### src/rtl/coh_ring_pkg.sv
package coh_ring_pkg;
  localparam int unsigned DEF_TAG_W  = 13;
  localparam int unsigned DEF_IDX_W  = 12;
  localparam int unsigned DEF_DATA_W = 128;
  localparam int unsigned DEF_MSG_W  = 160;

  // source feeding the output register in a cycle
  typedef enum logic [1:0] {
    SRC_NONE  = 2'd0,
    SRC_RING  = 2'd1,
    SRC_LOCAL = 2'd2
  } out_src_e;
endpackage

### src/rtl/coh_ring_hop.sv
module coh_ring_hop #(
  parameter int unsigned MSG_W   = 160,
  parameter int unsigned FIELD_W = 156
) (
  input  logic [MSG_W-1:0] msg_i,
  output logic             alive_o,
  output logic [MSG_W-1:0] fwd_o
);
  localparam int unsigned HOP_W = MSG_W - FIELD_W;

  logic [HOP_W-1:0] hop;

  assign hop     = msg_i[MSG_W-1:FIELD_W];
  assign alive_o = |hop;
  assign fwd_o   = {hop - HOP_W'(1), msg_i[FIELD_W-1:0]};
endmodule

### src/rtl/coh_ring_inject.sv
module coh_ring_inject #(
  parameter int unsigned MSG_W     = 160,
  parameter int unsigned TAG_W     = 13,
  parameter int unsigned IDX_W     = 12,
  parameter int unsigned DATA_W    = 128,
  parameter int unsigned HOP_START = 3
) (
  input  logic              rd_i,
  input  logic              inv_i,
  input  logic [TAG_W-1:0]  tag_i,
  input  logic [IDX_W-1:0]  idx_i,
  input  logic [DATA_W-1:0] data_i,
  output logic [MSG_W-1:0]  msg_o
);
  localparam int unsigned FIELD_W = 3 + TAG_W + IDX_W + DATA_W;
  localparam int unsigned HOP_W   = MSG_W - FIELD_W;

  assign msg_o = {HOP_W'(HOP_START), rd_i, inv_i, 1'b0, tag_i, idx_i, data_i};
endmodule

### src/rtl/coh_ring_out_reg.sv
module coh_ring_out_reg
  import coh_ring_pkg::*;
#(
  parameter int unsigned MSG_W = 160
) (
  input  logic             clk_i,
  input  logic             rst_ni,
  input  logic             ring_valid_i,
  input  logic             ring_alive_i,
  input  logic [MSG_W-1:0] ring_msg_i,
  input  logic             send_i,
  input  logic [MSG_W-1:0] local_msg_i,
  output logic             ring_ready_o,
  output logic             stall_o,
  output logic             out_valid_o,
  output logic [MSG_W-1:0] out_data_o,
  input  logic             out_ready_i
);
  logic             valid_q;
  logic [MSG_W-1:0] data_q;
  logic             load_ok;
  out_src_e         src;

  assign load_ok      = !valid_q || out_ready_i;
  assign ring_ready_o = load_ok;
  assign stall_o      = ring_valid_i || !load_ok;

  always_comb begin
    src = SRC_NONE;
    if (load_ok) begin
      if (ring_valid_i) begin
        if (ring_alive_i) src = SRC_RING;
      end else if (send_i) begin
        src = SRC_LOCAL;
      end
    end
  end

  always_ff @(posedge clk_i or negedge rst_ni) begin
    if (!rst_ni) begin
      valid_q <= 1'b0;
      data_q  <= '0;
    end else if (load_ok) begin
      valid_q <= (src != SRC_NONE);
      if (src == SRC_RING)  data_q <= ring_msg_i;
      if (src == SRC_LOCAL) data_q <= local_msg_i;
    end
  end

  assign out_valid_o = valid_q;
  assign out_data_o  = data_q;

  p_reset_empty_r1: assert property (@(posedge clk_i) disable iff (!rst_ni)
    $rose(rst_ni) |-> !out_valid_o);
  p_hold_valid_r7: assert property (@(posedge clk_i) disable iff (!rst_ni)
    (out_valid_o && !out_ready_i) |=> out_valid_o);
  p_hold_data_r7: assert property (@(posedge clk_i) disable iff (!rst_ni)
    (out_valid_o && !out_ready_i) |=> $stable(out_data_o));
  p_backpress_r8: assert property (@(posedge clk_i) disable iff (!rst_ni)
    (out_valid_o && !out_ready_i) |-> !ring_ready_o);
  p_stall_full_r9: assert property (@(posedge clk_i) disable iff (!rst_ni)
    (out_valid_o && !out_ready_i) |-> stall_o);
endmodule

### src/rtl/coh_ring_stop.sv
module coh_ring_stop
  import coh_ring_pkg::*;
#(
  parameter int unsigned TAG_W     = DEF_TAG_W,
  parameter int unsigned IDX_W     = DEF_IDX_W,
  parameter int unsigned DATA_W    = DEF_DATA_W,
  parameter int unsigned MSG_W     = DEF_MSG_W,
  parameter int unsigned HOP_START = 3
) (
  input  logic              clk_i,
  input  logic              rst_ni,
  input  logic              ring_valid_i,
  input  logic [MSG_W-1:0]  ring_data_i,
  output logic              ring_ready_o,
  input  logic              send_i,
  input  logic              send_read_i,
  input  logic              send_inval_i,
  input  logic [TAG_W-1:0]  send_tag_i,
  input  logic [IDX_W-1:0]  send_index_i,
  input  logic [DATA_W-1:0] send_data_i,
  output logic              stall_o,
  output logic              out_valid_o,
  output logic [MSG_W-1:0]  out_data_o,
  input  logic              out_ready_i
);
  localparam int unsigned FIELD_W = 3 + TAG_W + IDX_W + DATA_W;
  localparam int unsigned HOP_W   = MSG_W - FIELD_W;
  localparam int unsigned RD_BIT  = FIELD_W - 1;
  localparam int unsigned INV_BIT = FIELD_W - 2;
  localparam int unsigned RPL_BIT = FIELD_W - 3;

  logic             ring_alive;
  logic [MSG_W-1:0] ring_fwd;
  logic [MSG_W-1:0] local_msg;

  coh_ring_hop #(.MSG_W(MSG_W), .FIELD_W(FIELD_W)) u_hop (
    .msg_i   (ring_data_i),
    .alive_o (ring_alive),
    .fwd_o   (ring_fwd)
  );

  coh_ring_inject #(
    .MSG_W(MSG_W), .TAG_W(TAG_W), .IDX_W(IDX_W), .DATA_W(DATA_W), .HOP_START(HOP_START)
  ) u_inject (
    .rd_i   (send_read_i),
    .inv_i  (send_inval_i),
    .tag_i  (send_tag_i),
    .idx_i  (send_index_i),
    .data_i (send_data_i),
    .msg_o  (local_msg)
  );

  coh_ring_out_reg #(.MSG_W(MSG_W)) u_out (
    .clk_i        (clk_i),
    .rst_ni       (rst_ni),
    .ring_valid_i (ring_valid_i),
    .ring_alive_i (ring_alive),
    .ring_msg_i   (ring_fwd),
    .send_i       (send_i),
    .local_msg_i  (local_msg),
    .ring_ready_o (ring_ready_o),
    .stall_o      (stall_o),
    .out_valid_o  (out_valid_o),
    .out_data_o   (out_data_o),
    .out_ready_i  (out_ready_i)
  );

  p_fwd_hop_r2: assert property (@(posedge clk_i) disable iff (!rst_ni)
    (ring_valid_i && ring_ready_o && ring_data_i[MSG_W-1:FIELD_W] != '0) |=>
      (out_valid_o && out_data_o[MSG_W-1:FIELD_W] ==
        HOP_W'($past(ring_data_i[MSG_W-1:FIELD_W]) - HOP_W'(1))));
  p_fwd_body_r2: assert property (@(posedge clk_i) disable iff (!rst_ni)
    (ring_valid_i && ring_ready_o && ring_data_i[MSG_W-1:FIELD_W] != '0) |=>
      (out_data_o[FIELD_W-1:0] == $past(ring_data_i[FIELD_W-1:0])));
  p_drop_r3: assert property (@(posedge clk_i) disable iff (!rst_ni)
    (ring_valid_i && ring_ready_o && ring_data_i[MSG_W-1:FIELD_W] == '0) |=> !out_valid_o);
  p_local_hdr_r4: assert property (@(posedge clk_i) disable iff (!rst_ni)
    (send_i && !stall_o) |=>
      (out_valid_o && out_data_o[MSG_W-1:FIELD_W] == HOP_W'(HOP_START) && !out_data_o[RPL_BIT]));
  p_local_tag_r4: assert property (@(posedge clk_i) disable iff (!rst_ni)
    (send_i && !stall_o) |=> (out_data_o[RPL_BIT-1 -: TAG_W] == $past(send_tag_i)));
  p_type_r5: assert property (@(posedge clk_i) disable iff (!rst_ni)
    (send_i && !stall_o) |=>
      (out_data_o[RD_BIT] == $past(send_read_i) && out_data_o[INV_BIT] == $past(send_inval_i)));
  p_ring_first_r6: assert property (@(posedge clk_i) disable iff (!rst_ni)
    ring_valid_i |-> stall_o);
endmodule

### config.mk
export PLATFORM = sky130hd
export DESIGN_NAME = coh_ring_stop
export DESIGN_NICKNAME = d
export VERILOG_FILES = /design/src/rtl/coh_ring_pkg.sv /design/src/rtl/coh_ring_hop.sv /design/src/rtl/coh_ring_inject.sv /design/src/rtl/coh_ring_out_reg.sv /design/src/rtl/coh_ring_stop.sv
export SDC_FILE = /design/constraint.sdc
export NUM_CORES = 1
export LEC_CHECK = 0
export BUFFER_PORTS_ARGS = -buffer_cell sky130_fd_sc_hd__buf_4
export CORE_AREA = 2 2 189 191
export DETAILED_ROUTE_END_ITERATION = 10
export DIE_AREA = 0 0 191 193
export GPL_TIMING_DRIVEN = 0
export PLACE_DENSITY = 0.47
export REMOVE_ABC_BUFFERS = 1
export SLEW_MARGIN = 5
export SYNTH_ARGS = -nofsm -noshare
export SYNTH_HDL_FRONTEND = slang
export SYNTH_SLANG_ARGS = --single-unit
### constraint.sdc
create_clock -name clk_i -period 2.1 [get_ports clk_i]
set_clock_uncertainty 0.1 [all_clocks]
set_input_delay 0.21 -clock clk_i [delete_from_list [all_inputs] [get_ports clk_i]]
set_output_delay 0.21 -clock clk_i [all_outputs]
set_load 0.02 [all_outputs]
==> run_results.csv <==
group,metric,value,unit
status,outcome,"finished clean",
floorplanning,die_w,191,um
global_routing,grt_start_max_net_pins,82,
yosys,yosysSeqAreaShare,52.5,%
drt,vias,8959,
critical_path,cp.arrival,2.25,ns
global_routing,grt_util_all_layers,18.7,%
critical_path,start_kind,"flop",
yosys,ys_warn_count,0,
yosys,synth_top_family_by_area,"compound AO/OA/AOI/OAI gates",
floorplanning,row_count,69,
hold_path,hold_depth,3,
drt,drc,0,
hold_path,hold_class,"input pin to flop",
floorplanning,die_h,193,um
floorplanning,start_util,22.0,%
yosys,synth_xor_area_share,0.228,%
cts,clk_pin_slew_worst_paths,0.07,ns
global_routing,grt-ovfl-total,0,
drt,drt_iter0_drc,344,
yosys,yosys.cell_types.count,26,
cts,cts_tree,"yes",
yosys,synth_top_area_share,52.5,%
yosys,synth_compound_area_share,21.0,%
yosys,synth_area,0.00768,mm^2
timing,setup_tns,0,ns
yosys,yosys.area_share.adder,0.326,%
timing,finalCritPeriodShare,97.1,%
global_routing,grt_pass1_wl,52500,um
critical_path,reg2reg_to,"u_out.out_data_o[143]",
yosys,ys_ff_latch,161,
critical_path,worst_ep_required_time,2.31,ns
cts,clockBufferDepth,2,
place,dp_hpwl,21400,um
global_routing,antenna_found_initial,1,
floorplanning,core,0.0350,mm^2
cts,htreeDepth,4,
final_layout,mostFrequentLayoutCells,"buf_4, o21ai_0, dlygate4sd3_1, dfrtp_1, mux2i_1",
critical_path,rrSetupSlack,0.06,ns
power_and_ir_drop,ir_worst_vdd,585,uV
drt,viasPerCell,4.55,
global_routing,first_global_vias,9081,
final_layout,layout-drive-gt1-share,37.8,%
floorplanning,die-area,0.0369,mm^2
yosys,synth_top_area_cell,"dfrtp_1",
critical_path,critical_path_class,"flop to flop",
final_layout,mostFrequentLayoutCell,"buf_4",
drt,drt-pass1-iter-count,6,
floorplanning,ios,483,
yosys,avgSynthCellArea,10.6,um^2
drt,wl_per_cell,19.1,um
critical_path,regToRegStartpoint,"u_out.out_valid_o",
timing,slew_viol_final,0,
timing,clock.fmax,0.490,GHz
yosys,syn_inst,726,
cts,cts-root-buf,"clkbuf_16",
cts,clock_sinks,161,
place,finalWeightedCongestion,0.725,
final_layout,num-fill-cells,3254,
hold_path,hold_start,"send_data_i[15]",
hold_path,holdPathEnd,"u_out.out_data_o[15]",
yosys,synth.mux.area_fraction,20.2,%
critical_path,worstPathMaxFanout,13,
timing,finalSetupViolCount,0,
yosys,synthSimpleGateAreaFrac,0.994,%
power_and_ir_drop,p_leak,0.00715,uW
drt,wl,37500,um
final_layout,final_nets,1815,
timing,max_slew_margin,55.1,%
timing,hold_viol_final,0,
cts,cts_buffers,17,
final_layout,synthToLayoutAreaGrowth,108,%
place,portBuffers,482,
cts,clock_latency,0.43,ns
timing,tightestPinTransition,0.674,ns
critical_path,cp-end-kind,"flop",
power_and_ir_drop,p_total,12600,uW
critical_path,reg2reg_depth,8,
timing,finalCriticalPeriod,2.04,ns
yosys,synthTopCellsByArea,"dfrtp_1, mux2i_1, o21ai_0",
power_and_ir_drop,power.density,789,mW/mm^2
job,maxCapViolCount,0,
drt,antenna_left,0,
synth_stat cells (all sizes together):
master / n
a22oi: 1
and2: 1
mux2i: 155
nor3: 2
o31ai: 1
xor2: 1
nor2: 1
nor2b: 3
buf: 24
nand2b: 3
o21ai: 315
dfrtp: 161
nand2: 1
ha: 2
xnor2: 1
nand3: 1
clkbuf: 47
a22o: 1
inv: 4
a211o: 1
sequential cells by signal, summed over array words and instances (netlist names):
name / flops
u_out.out_valid_o: 1
u_out.out_data_o: 160
cell families (layout without fill, tap and decap cells):
family | count (synthesis) | count (layout)
multiplexers | 155 | 155
flip-flops | 161 | 161
buffers and inverters | 75 | 853
AND/OR/NAND/NOR | 12 | 13
AO/OA/AOI/OAI | 319 | 319
other | 0 | 2
XOR/XNOR | 2 | 2
adder cells (fa/ha/maj) | 2 | 2
how the worst max path moves through the flow:
stage,startpoint,to,slack (ns),cells after the start
2_1_floorplan,u_out.out_valid_o,u_out.out_data_o[0],-6.03,6
4_1_cts,u_out.out_valid_o,u_out.out_data_o[65],0.006,7
3_5_place_dp,u_out.out_valid_o,u_out.out_data_o[115],-1.32,8
3_3_place_gp,u_out.out_valid_o,u_out.out_data_o[100],-9.69,6
6_report,u_out.out_valid_o,u_out.out_data_o[143],0.06,8
5_1_grt,u_out.out_valid_o,u_out.out_data_o[143],-0.004,8
report_power, final:
part	total [uW]	internal [uW]	leakage (uW)	switching [uW]
Sequential	4300	3910	0.00199	395
Clock	3120	1810	0.000282	1310
Combinational	5190	2450	0.00488	2740
Total	12600	8170	0.00715	4450
stage by stage:
| step | setup slack, ns | cell area [um^2] | util, % | hold WS [ns] | instances |
|---|---|---|---|---|---|
| 5_1_grt | -0.00438 | 16000 | 45.7 | 0.00150 | 1967 |
| 2_1_floorplan | -6.03 | 7330 | - | -0.186 | 655 |
| 3_3_place_gp | -9.69 | 11500 | 33.0 | 0.321 | 1598 |
| 4_1_cts | 0.00582 | 15700 | 44.8 | 0.00000261 | 1949 |
| 6_report | 0.0603 | 16000 | 45.7 | 0.0107 | 1968 |
| 3_5_place_dp | -1.32 | 11800 | 33.8 | 0.154 | 1609 |
layout make-up:
type,instances,area [um^2],share of cell area (%)
Inverter,4,20.0,0.125
Clock buffer,23,468,2.93
Multi-Input combinational cell,491,3370,21.1
Timing Repair Buffer,818,7410,46.4
Antenna cell,2,5.00,0.0313
Sequential cell,161,4030,25.2
Clock inverter,8,105,0.657
Tap cell,461,577,3.61
critical path, stage by stage, from the launching register on:
cell and delay [ns]:
dfrtp_1 0.38, nor2b_4 0.15, inv_6 0.10, and2_1 0.17
ha_4 0.21, buf_12 0.19, buf_16 0.18, mux2i_2 0.28
o21ai_0 0.12
repair_timing:
item,4_1_cts,5_1_grt
buffers inserted,10,10
hold buffers,292,0
resized for setup,15,11
pin swaps,1,0
hold endpoints to repair,229,0
cloned,7,7
setup endpoints to repair,160,78
layer usage:
layer	global-route usage (%)	part of all wire (%)	up-vias
li1	-	-	4169
met3	4.92	6.7	72
met5	0	0	-
met2	31.7	49	380
met1	22.3	41	4338
met4	8.77	3.5	0
(Power assumes the default switching activity.)
